## config.mk

```make
export PLATFORM = sky130hd
export DESIGN_NAME = tdma_node_ctrl
export DESIGN_NICKNAME = d
export VERILOG_FILES = /design/src/rtl/tdma_pkg.sv /design/src/rtl/tdma_sched_table.sv /design/src/rtl/tdma_dpram.sv /design/src/rtl/tdma_sequencer.sv /design/src/rtl/tdma_shifter.sv /design/src/rtl/tdma_node_ctrl.sv
export SDC_FILE = /design/constraint.sdc
export NUM_CORES = 1
export LEC_CHECK = 0
export BUFFER_PORTS_ARGS = -buffer_cell sky130_fd_sc_hd__buf_4
export CAP_MARGIN = 20
export CORE_UTILIZATION = 39
export CTS_CLUSTER_SIZE = 40
export DETAILED_ROUTE_END_ITERATION = 7
export GPL_TIMING_DRIVEN = 0
export SYNTH_ARGS = -nofsm -noshare
export SYNTH_HDL_FRONTEND = slang
export SYNTH_SLANG_ARGS = --single-unit
export TNS_END_PERCENT = 5
```

## constraint.sdc

```tcl
create_clock -name clk -period 3.9 [get_ports clk]
set_clock_uncertainty 0.2 [all_clocks]
set_input_delay 0.39 -clock clk [delete_from_list [all_inputs] [get_ports clk]]
set_output_delay 0.39 -clock clk [all_outputs]
set_load 0.02 [all_outputs]
```

## src/rtl/tdma_pkg.sv

```systemverilog
package tdma_pkg;

    typedef enum logic [1:0] {
        ACT_IDLE = 2'd0,
        ACT_SEND = 2'd1,
        ACT_RECV = 2'd2,
        ACT_RSVD = 2'd3
    } act_e;

    typedef enum logic [1:0] {
        PH_IDLE  = 2'd0,
        PH_SETUP = 2'd1,
        PH_BITS  = 2'd2
    } phase_e;

endpackage

```

## src/rtl/tdma_sched_table.sv

```systemverilog
module tdma_sched_table #(
    parameter int N_ENTRY = 16,
    parameter int ENTRY_W = 8,
    localparam int IDX_W  = $clog2(N_ENTRY)
) (
    input  logic               clk,
    input  logic               rst_n,
    input  logic               lock_i,
    input  logic               we_i,
    input  logic [IDX_W-1:0]   widx_i,
    input  logic [ENTRY_W-1:0] wentry_i,
    input  logic [IDX_W-1:0]   ridx_i,
    output logic [ENTRY_W-1:0] rentry_o
);

    typedef struct packed {
        logic [N_ENTRY-1:0][ENTRY_W-1:0] ent;
    } tbl_t;

    tbl_t s_d, s_q;

    always_comb begin
        s_d = s_q;
        if (we_i && !lock_i) begin
            s_d.ent[widx_i] = wentry_i;
        end
    end

    always_ff @(posedge clk or negedge rst_n) begin
        if (!rst_n) begin
            s_q <= '0;
        end else begin
            s_q <= s_d;
        end
    end

    assign rentry_o = s_q.ent[ridx_i];


    tbl_locked_chk: assert property (@(posedge clk) disable iff (!rst_n)
        lock_i |=> (s_q.ent == $past(s_q.ent)));

endmodule

```

## src/rtl/tdma_dpram.sv

```systemverilog
module tdma_dpram #(
    parameter int WORD_W = 8,
    parameter int DEPTH  = 16,
    localparam int ADDR_W = $clog2(DEPTH)
) (
    input  logic              clk,
    input  logic              rst_n,
    input  logic              cpu_we_i,
    input  logic [ADDR_W-1:0] cpu_addr_i,
    input  logic [WORD_W-1:0] cpu_wdata_i,
    output logic [WORD_W-1:0] cpu_rdata_o,
    input  logic              ctl_we_i,
    input  logic [ADDR_W-1:0] ctl_addr_i,
    input  logic [WORD_W-1:0] ctl_wdata_i,
    output logic [WORD_W-1:0] ctl_rdata_o
);

    typedef struct packed {
        logic [DEPTH-1:0][WORD_W-1:0] mem;
        logic [WORD_W-1:0]            rdata;
    } ram_t;

    ram_t s_d, s_q;

    always_comb begin
        s_d       = s_q;
        s_d.rdata = s_q.mem[cpu_addr_i];
        if (cpu_we_i) begin
            s_d.mem[cpu_addr_i] = cpu_wdata_i;
        end
        // the link side is applied last so it overrides a same-address write
        if (ctl_we_i) begin
            s_d.mem[ctl_addr_i] = ctl_wdata_i;
        end
    end

    always_ff @(posedge clk or negedge rst_n) begin
        if (!rst_n) begin
            s_q <= '0;
        end else begin
            s_q <= s_d;
        end
    end

    assign cpu_rdata_o = s_q.rdata;
    assign ctl_rdata_o = s_q.mem[ctl_addr_i];


    ctl_wins_chk: assert property (@(posedge clk) disable iff (!rst_n)
        (ctl_we_i && cpu_we_i && (ctl_addr_i == cpu_addr_i))
        |=> (s_q.mem[$past(ctl_addr_i)] == $past(ctl_wdata_i)));


    cpu_write_chk: assert property (@(posedge clk) disable iff (!rst_n)
        (cpu_we_i && !(ctl_we_i && (ctl_addr_i == cpu_addr_i)))
        |=> (s_q.mem[$past(cpu_addr_i)] == $past(cpu_wdata_i)));

endmodule

```

## src/rtl/tdma_sequencer.sv

```systemverilog
module tdma_sequencer
    import tdma_pkg::*;
#(
    parameter int N_ENTRY = 16,
    parameter int WORD_W  = 8,
    parameter int SPAN_W  = 2,
    localparam int IDX_W  = $clog2(N_ENTRY),
    localparam int BIT_W  = $clog2(WORD_W)
) (
    input  logic              clk,
    input  logic              rst_n,
    input  logic              run_i,
    input  logic [SPAN_W-1:0] span_i,
    output phase_e            phase_o,
    output logic [IDX_W-1:0]  idx_o,
    output logic              bit_first_o,
    output logic              bit_last_o
);

    localparam logic [BIT_W-1:0] LAST_BIT = BIT_W'(WORD_W - 1);
    localparam logic [IDX_W-1:0] LAST_IDX = IDX_W'(N_ENTRY - 1);

    typedef struct packed {
        phase_e            ph;
        logic [IDX_W-1:0]  idx;
        logic [BIT_W-1:0]  bitn;
        logic [SPAN_W-1:0] sub;
    } seq_t;

    seq_t s_d, s_q;

    always_comb begin
        s_d = s_q;
        if (!run_i) begin
            s_d = '{ph: PH_IDLE, idx: '0, bitn: '0, sub: '0};
        end else begin
            unique case (s_q.ph)
                PH_IDLE: begin
                    s_d.ph  = PH_SETUP;
                    s_d.idx = '0;
                end
                PH_SETUP: begin
                    s_d.ph   = PH_BITS;
                    s_d.bitn = '0;
                    s_d.sub  = '0;
                end
                PH_BITS: begin
                    if (s_q.sub == span_i) begin
                        s_d.sub = '0;
                        if (s_q.bitn == LAST_BIT) begin
                            s_d.ph   = PH_SETUP;
                            s_d.bitn = '0;
                            s_d.idx  = (s_q.idx == LAST_IDX) ? '0 : s_q.idx + 1'b1;
                        end else begin
                            s_d.bitn = s_q.bitn + 1'b1;
                        end
                    end else begin
                        s_d.sub = s_q.sub + 1'b1;
                    end
                end
                default: s_d.ph = PH_IDLE;
            endcase
        end
    end

    always_ff @(posedge clk or negedge rst_n) begin
        if (!rst_n) begin
            s_q <= '{ph: PH_IDLE, idx: '0, bitn: '0, sub: '0};
        end else begin
            s_q <= s_d;
        end
    end

    assign phase_o     = s_q.ph;
    assign idx_o       = s_q.idx;
    assign bit_first_o = (s_q.ph == PH_BITS) && (s_q.sub == '0);
    assign bit_last_o  = (s_q.ph == PH_BITS) && (s_q.sub == span_i);


    setup_to_bits_chk: assert property (@(posedge clk) disable iff (!rst_n)
        (s_q.ph == PH_SETUP && run_i)
        |=> (s_q.ph == PH_BITS && s_q.bitn == '0 && s_q.sub == '0 && $stable(s_q.idx)));


    sub_step_chk: assert property (@(posedge clk) disable iff (!rst_n)
        (s_q.ph == PH_BITS && run_i && s_q.sub != span_i)
        |=> (s_q.sub == $past(s_q.sub) + 1'b1 && $stable(s_q.bitn)));


    stop_chk: assert property (@(posedge clk) disable iff (!rst_n)
        !run_i |=> (s_q.ph == PH_IDLE && s_q.idx == '0));

endmodule

```

## src/rtl/tdma_shifter.sv

```systemverilog
module tdma_shifter #(
    parameter int WORD_W = 8,
    localparam int CNT_W = $clog2(WORD_W + 1)
) (
    input  logic              clk,
    input  logic              rst_n,
    input  logic              setup_i,
    input  logic              send_i,
    input  logic              recv_i,
    input  logic              bit_last_i,
    input  logic [WORD_W-1:0] load_word_i,
    input  logic              rx_data_i,
    input  logic              rx_clk_i,
    output logic              tx_bit_o,
    output logic              wr_en_o,
    output logic [WORD_W-1:0] wr_word_o
);

    localparam logic [CNT_W-1:0] FULL = CNT_W'(WORD_W);
    localparam logic [CNT_W-1:0] LAST = CNT_W'(WORD_W - 1);

    typedef struct packed {
        logic [WORD_W-1:0] tx_sh;
        logic [WORD_W-2:0] rx_sh;
        logic [CNT_W-1:0]  rx_cnt;
    } sh_t;

    sh_t  s_d, s_q;
    logic take;

    always_comb begin
        s_d     = s_q;
        take    = recv_i && rx_clk_i && (s_q.rx_cnt != FULL);
        wr_en_o = take && (s_q.rx_cnt == LAST);
        wr_word_o = {s_q.rx_sh, rx_data_i};
        if (setup_i) begin
            s_d.tx_sh  = load_word_i;
            s_d.rx_cnt = '0;
        end else begin
            if (send_i && bit_last_i) begin
                s_d.tx_sh = {s_q.tx_sh[WORD_W-2:0], 1'b0};
            end
            if (take) begin
                s_d.rx_sh  = {s_q.rx_sh[WORD_W-3:0], rx_data_i};
                s_d.rx_cnt = s_q.rx_cnt + 1'b1;
            end
        end
    end

    always_ff @(posedge clk or negedge rst_n) begin
        if (!rst_n) begin
            s_q <= '0;
        end else begin
            s_q <= s_d;
        end
    end

    assign tx_bit_o = s_q.tx_sh[WORD_W-1];


    rx_count_bound_chk: assert property (@(posedge clk) disable iff (!rst_n)
        s_q.rx_cnt <= FULL);


    one_write_chk: assert property (@(posedge clk) disable iff (!rst_n)
        wr_en_o |=> !wr_en_o);

endmodule

```

## src/rtl/tdma_node_ctrl.sv

```systemverilog
module tdma_node_ctrl
    import tdma_pkg::*;
#(
    parameter int N_ENTRY  = 16,
    parameter int WORD_W   = 8,
    parameter int DB_DEPTH = 16,
    parameter int SPAN_W   = 2,
    localparam int IDX_W   = $clog2(N_ENTRY),
    localparam int ADDR_W  = $clog2(DB_DEPTH),
    localparam int ENTRY_W = 2 + ADDR_W + SPAN_W
) (
    input  logic               clk,
    input  logic               rst_n,
    input  logic               run_i,
    input  logic               tbl_we_i,
    input  logic [IDX_W-1:0]   tbl_idx_i,
    input  logic [ENTRY_W-1:0] tbl_entry_i,
    input  logic               cpu_we_i,
    input  logic [ADDR_W-1:0]  cpu_addr_i,
    input  logic [WORD_W-1:0]  cpu_wdata_i,
    output logic [WORD_W-1:0]  cpu_rdata_o,
    input  logic               rx_data_i,
    input  logic               rx_clk_i,
    output logic               tx_data_o,
    output logic               tx_clk_o,
    output logic               tx_en_o,
    output logic               frame_o
);

    phase_e             phase;
    logic [IDX_W-1:0]   idx;
    logic               bit_first, bit_last;
    logic [ENTRY_W-1:0] entry;
    act_e               act;
    logic [ADDR_W-1:0]  e_addr;
    logic [SPAN_W-1:0]  e_span;
    logic               in_bits, is_send, is_recv;
    logic [WORD_W-1:0]  load_word, wr_word;
    logic               wr_en, tx_bit;

    tdma_sched_table #(.N_ENTRY(N_ENTRY), .ENTRY_W(ENTRY_W)) u_table (
        .clk      (clk),
        .rst_n    (rst_n),
        .lock_i   (run_i),
        .we_i     (tbl_we_i),
        .widx_i   (tbl_idx_i),
        .wentry_i (tbl_entry_i),
        .ridx_i   (idx),
        .rentry_o (entry)
    );

    assign act    = act_e'(entry[ENTRY_W-1 -: 2]);
    assign e_addr = entry[SPAN_W +: ADDR_W];
    assign e_span = entry[SPAN_W-1:0];

    tdma_sequencer #(.N_ENTRY(N_ENTRY), .WORD_W(WORD_W), .SPAN_W(SPAN_W)) u_seq (
        .clk         (clk),
        .rst_n       (rst_n),
        .run_i       (run_i),
        .span_i      (e_span),
        .phase_o     (phase),
        .idx_o       (idx),
        .bit_first_o (bit_first),
        .bit_last_o  (bit_last)
    );

    assign in_bits = (phase == PH_BITS);
    assign is_send = in_bits && (act == ACT_SEND);
    assign is_recv = in_bits && (act == ACT_RECV);

    tdma_shifter #(.WORD_W(WORD_W)) u_shift (
        .clk         (clk),
        .rst_n       (rst_n),
        .setup_i     (phase == PH_SETUP),
        .send_i      (is_send),
        .recv_i      (is_recv),
        .bit_last_i  (bit_last),
        .load_word_i (load_word),
        .rx_data_i   (rx_data_i),
        .rx_clk_i    (rx_clk_i),
        .tx_bit_o    (tx_bit),
        .wr_en_o     (wr_en),
        .wr_word_o   (wr_word)
    );

    tdma_dpram #(.WORD_W(WORD_W), .DEPTH(DB_DEPTH)) u_db (
        .clk         (clk),
        .rst_n       (rst_n),
        .cpu_we_i    (cpu_we_i),
        .cpu_addr_i  (cpu_addr_i),
        .cpu_wdata_i (cpu_wdata_i),
        .cpu_rdata_o (cpu_rdata_o),
        .ctl_we_i    (wr_en),
        .ctl_addr_i  (e_addr),
        .ctl_wdata_i (wr_word),
        .ctl_rdata_o (load_word)
    );

    assign tx_en_o   = is_send;
    assign tx_clk_o  = is_send && bit_first;
    assign tx_data_o = is_send && tx_bit;
    assign frame_o   = (phase == PH_SETUP) && (idx == '0);


    strobe_owned_chk: assert property (@(posedge clk) disable iff (!rst_n)
        tx_clk_o |-> tx_en_o);


    frame_single_chk: assert property (@(posedge clk) disable iff (!rst_n)
        frame_o |=> !frame_o);


    send_start_chk: assert property (@(posedge clk) disable iff (!rst_n)
        $rose(tx_en_o) |-> tx_clk_o);


    no_write_outside_recv_chk: assert property (@(posedge clk) disable iff (!rst_n)
        wr_en |-> (in_bits && act == ACT_RECV));

endmodule

```

==> impl_metrics.csv <==
group,metric,value,unit
detailed_routing,viasPerCell,5.62,
power_and_ir_drop,power.share.combinational,24.1,%
clocking,clkSlewWorstSetupHoldPaths,0.06,ns
global_route,grt-ovfl-total,0,
logic_synthesis,yosysSeqAreaShare,44.5,%
layout,final_common_cell,"dfrtp_1",
timing,min_period,3.82,ns
timing,slew_headroom,27.4,%
place,finalWeightedCongestion,0.842,
power_and_ir_drop,switching_share,29.0,%
timing,tightestPinTransition,1.08,ns
power_and_ir_drop,powerDensity,519,nW/um^2
floorplan,die_y,208,um
power_and_ir_drop,seqPwrFrac,41.6,%
place,placed_cell_area,17600,sq um
floorplan,core.rowCount,75,
job,drv_cap,0,
power_and_ir_drop,power.internal,0.00701,W
detailed_routing,wl_per_cell,23.9,um
timing,finalMaxSlewViolations,0,
logic_synthesis,synth_top_area_share,44.5,%
clocking,cts_buffer_depth,3,
logic_synthesis,synth_area_leader_cell,"dfrtp_1",
setup_path,start_kind,"register",
global_route,grt_start_max_net_pins,103,
timing,fin_ws,0.0817,ns
floorplan,die-area,43300,sq um
layout,layout-drive-gt1-share,40.6,%
floorplan,io_pins,43,
outcome,status,"finished clean",
logic_synthesis,synth_edf_count,0,
power_and_ir_drop,clockPowerShare,34.3,%
clocking,cts.htree.levels,2,
worst_hold_path,hp-class,"primary input to register",
global_route,grt_pass1_vias,10800,
floorplan,initial_core_util,39.5,%
layout,final_cell_mix,"294 x dfrtp_1, 267 x mux2_2, 128 x mux2_1",
logic_synthesis,syn_area_per_cell,14.1,sq um
logic_synthesis,syn-instance-count,1173,
clocking,clock_tree.root_cell,"clkbuf_16",
logic_synthesis,synthTopCellsByArea,"dfrtp_1 44%, mux2_2 18%, mux4_2 11%",
clocking,numCtsBuffers,36,
detailed_routing,vias,10300,
layout,fill_cells,3767,
power_and_ir_drop,p_switching,0.00286,W
place,pre_cts_slack,-0.253,ns
logic_synthesis,ys_warn_count,0,
logic_synthesis,async_reset_ff_share,100,%
setup_path,critical_path_class,"register to register",
floorplan,die_w,208,um
logic_synthesis,synth_seq_cells,294,
timing,hold_viol,0,
detailed_routing,drtPass1Iterations,5,
timing,setup_viol,0,
setup_path,cp_max_fo,10,
global_route,grtUsageTotal,20.7,%
detailed_routing,final_antenna_net_count,0,
place,hpwl,31.9,mm
logic_synthesis,ys_types,55,
setup_path,worstPathArrival,4.00,ns
clocking,clock-sinks,294,
layout,syn2layout_area_growth,14.8,%
setup_path,critical_path_required,4.08,ns
timing,rsz0062_at_grt,"yes",
clocking,clk_latency,0.56,ns
logic_synthesis,synth_area,16600,sq um
detailed_routing,drc,0,
layout,final_area,19000,sq um
floorplan,fp.coreArea,41900,sq um
clocking,cts_tree,"yes",
place,port_buffers,37,
logic_synthesis,synth_ff_type,"dfrtp_1",
detailed_routing,first_iter_violations,556,
timing,hold_slack,0.0627,ns
power_and_ir_drop,p_leak,8.25,nW
detailed_routing,wl,43.7,mm
logic_synthesis,syn_nets,1211,
layout,fin_nets,1303,
timing,timing.fmax,262,MHz
global_route,grt_antenna_before_repair,0,
global_route,grt_pass1_wl,67.7,mm
timing,period_share,97.9,%
power_and_ir_drop,irDropWorstVdd,353,uV
setup_path,endpoint_kind,"register",
-- per-stage QoR --
stage | TNS [ns] | std cells | utilization (%) | total power, W
2_1_floorplan | 0 | 1173 | - | 0.00574
3_3_place_gp | -150.98 | 1749 | 41.7 | 0.00639
3_5_place_dp | -0.817 | 1753 | 42.0 | 0.00648
4_1_cts | -0.0339 | 1830 | 45.2 | 0.00991
5_1_grt | -0.0268 | 1831 | 45.3 | 0.0103
6_report | 0 | 1832 | 45.3 | 0.00986
-- cell usage after synthesis (all sizes together), types with 3 or more instances --
cell type and n:
dfrtp 294, clkbuf 43, nor4 9, a211oi 5, or3 7, a21oi 9, inv 13, and3 5
nand2b 9, o21ai 9, o22ai 12, xnor2 3, mux4 83, a22oi 4, mux2 396, nor3b 6
buf 41, nor2 35, ha 7, nand2 35, a22o 3, mux2i 70, nor2b 17, nand3 12
nor3 17, a31oi 6, nand3b 5
-- power by group through the flow --
stage / combinational [W] / sequential [W] / clock [W]
after CTS: 0.00236 / 0.00410 / 0.00346
final: 0.00238 / 0.00411 / 0.00338
after floorplan: 0.00174 / 0.00400 / 0
after detailed placement: 0.00233 / 0.00415 / 0
after global placement: 0.00227 / 0.00412 / 0
after global routing: 0.00255 / 0.00418 / 0.00358
-- routing by layer --
layer	part of all wire, %	global-route usage (%)	wire [um]
met5	0	0	0
met4	2.9	6.51	1290
met3	3.4	3.28	1480
met2	48	34.0	21000
met1	46	28.3	20000
-- registers in the layout, summed over array words and instances, names as in the netlist --
| register | flops |
|---|---|
| u_db.s_q | 128 |
| u_table.s_q | 128 |
| u_shift.s_q | 11 |
| u_db.cpu_rdata_o | 8 |
| u_shift.wr_word_o | 7 |
| u_seq.s_q | 5 |
| u_seq.idx_o | 4 |
| u_seq.phase_o | 2 |
| u_shift.tx_bit_o | 1 |
-- worst paths after layout --
| check | from | endpoint | slack [ns] | cells after the start |
|---|---|---|---|---|
| setup / recovery | u_seq.idx_o[0] | u_shift.s_q[17] | 0.08 | 11 |
| hold / removal | cpu_wdata_i[5] | u_db.s_q[101] | 0.06 | 3 |
| setup reg to reg | u_seq.idx_o[0] | u_shift.s_q[17] | 0.08 | 11 |
| hold reg to reg | u_table.s_q[45] | u_table.s_q[45] | 0.30 | 1 |
| max in group asynchronous | rst_n | u_table.s_q[5] | 2.12 | 3 |
| min in group asynchronous | rst_n | u_db.cpu_rdata_o[4] | 0.24 | 2 |
-- layout make-up --
type / instances / area [sq um] / area share (%)
antenna: 1 / 2.50 / 0.0132
timing repair buffer: 54 / 485 / 2.56
inverter: 13 / 48.8 / 0.257
buffer: 84 / 425 / 2.24
clock inverter: 8 / 101 / 0.533
multi-input combinational: 782 / 8800 / 46.3
sequential: 294 / 7360 / 38.7
clock buffer: 57 / 1100 / 5.79
tap: 539 / 674 / 3.55
-- kinds of logic after synthesis --
group	share of synthesized area (%)
flops	44.5
xor+xnor	0.272
fa+ha+maj	0.529
simple gates	6.68
mux	42.7
compound gates	2.46
buf+inv	2.86
-- repair_timing --
| action | 4_1_cts | 5_1_grt |
|---|---|---|
| hold buffers | 11 | 0 |
| resized for setup | 4 | 7 |
| gates cloned | 0 | 0 |
| setup endpoints to repair | 11 | 44 |
| endpoints found under the hold margin | 156 | 0 |
| buffers inserted | 1 | 0 |
-- worst max-delay path: stages, from the launching register on --
cell and delay [ns]:
dfrtp_1 0.37, buf_6 0.18, buf_6 0.22, mux4_2 0.56, mux2i_4 0.37, mux2i_4 0.18, buf_4 0.23, buf_4 0.24
mux2i_1 0.31, o22ai_1 0.14, o22ai_1 0.45, a31oi_1 0.16
No activity file was read; power rests on OpenSTA's default activity.
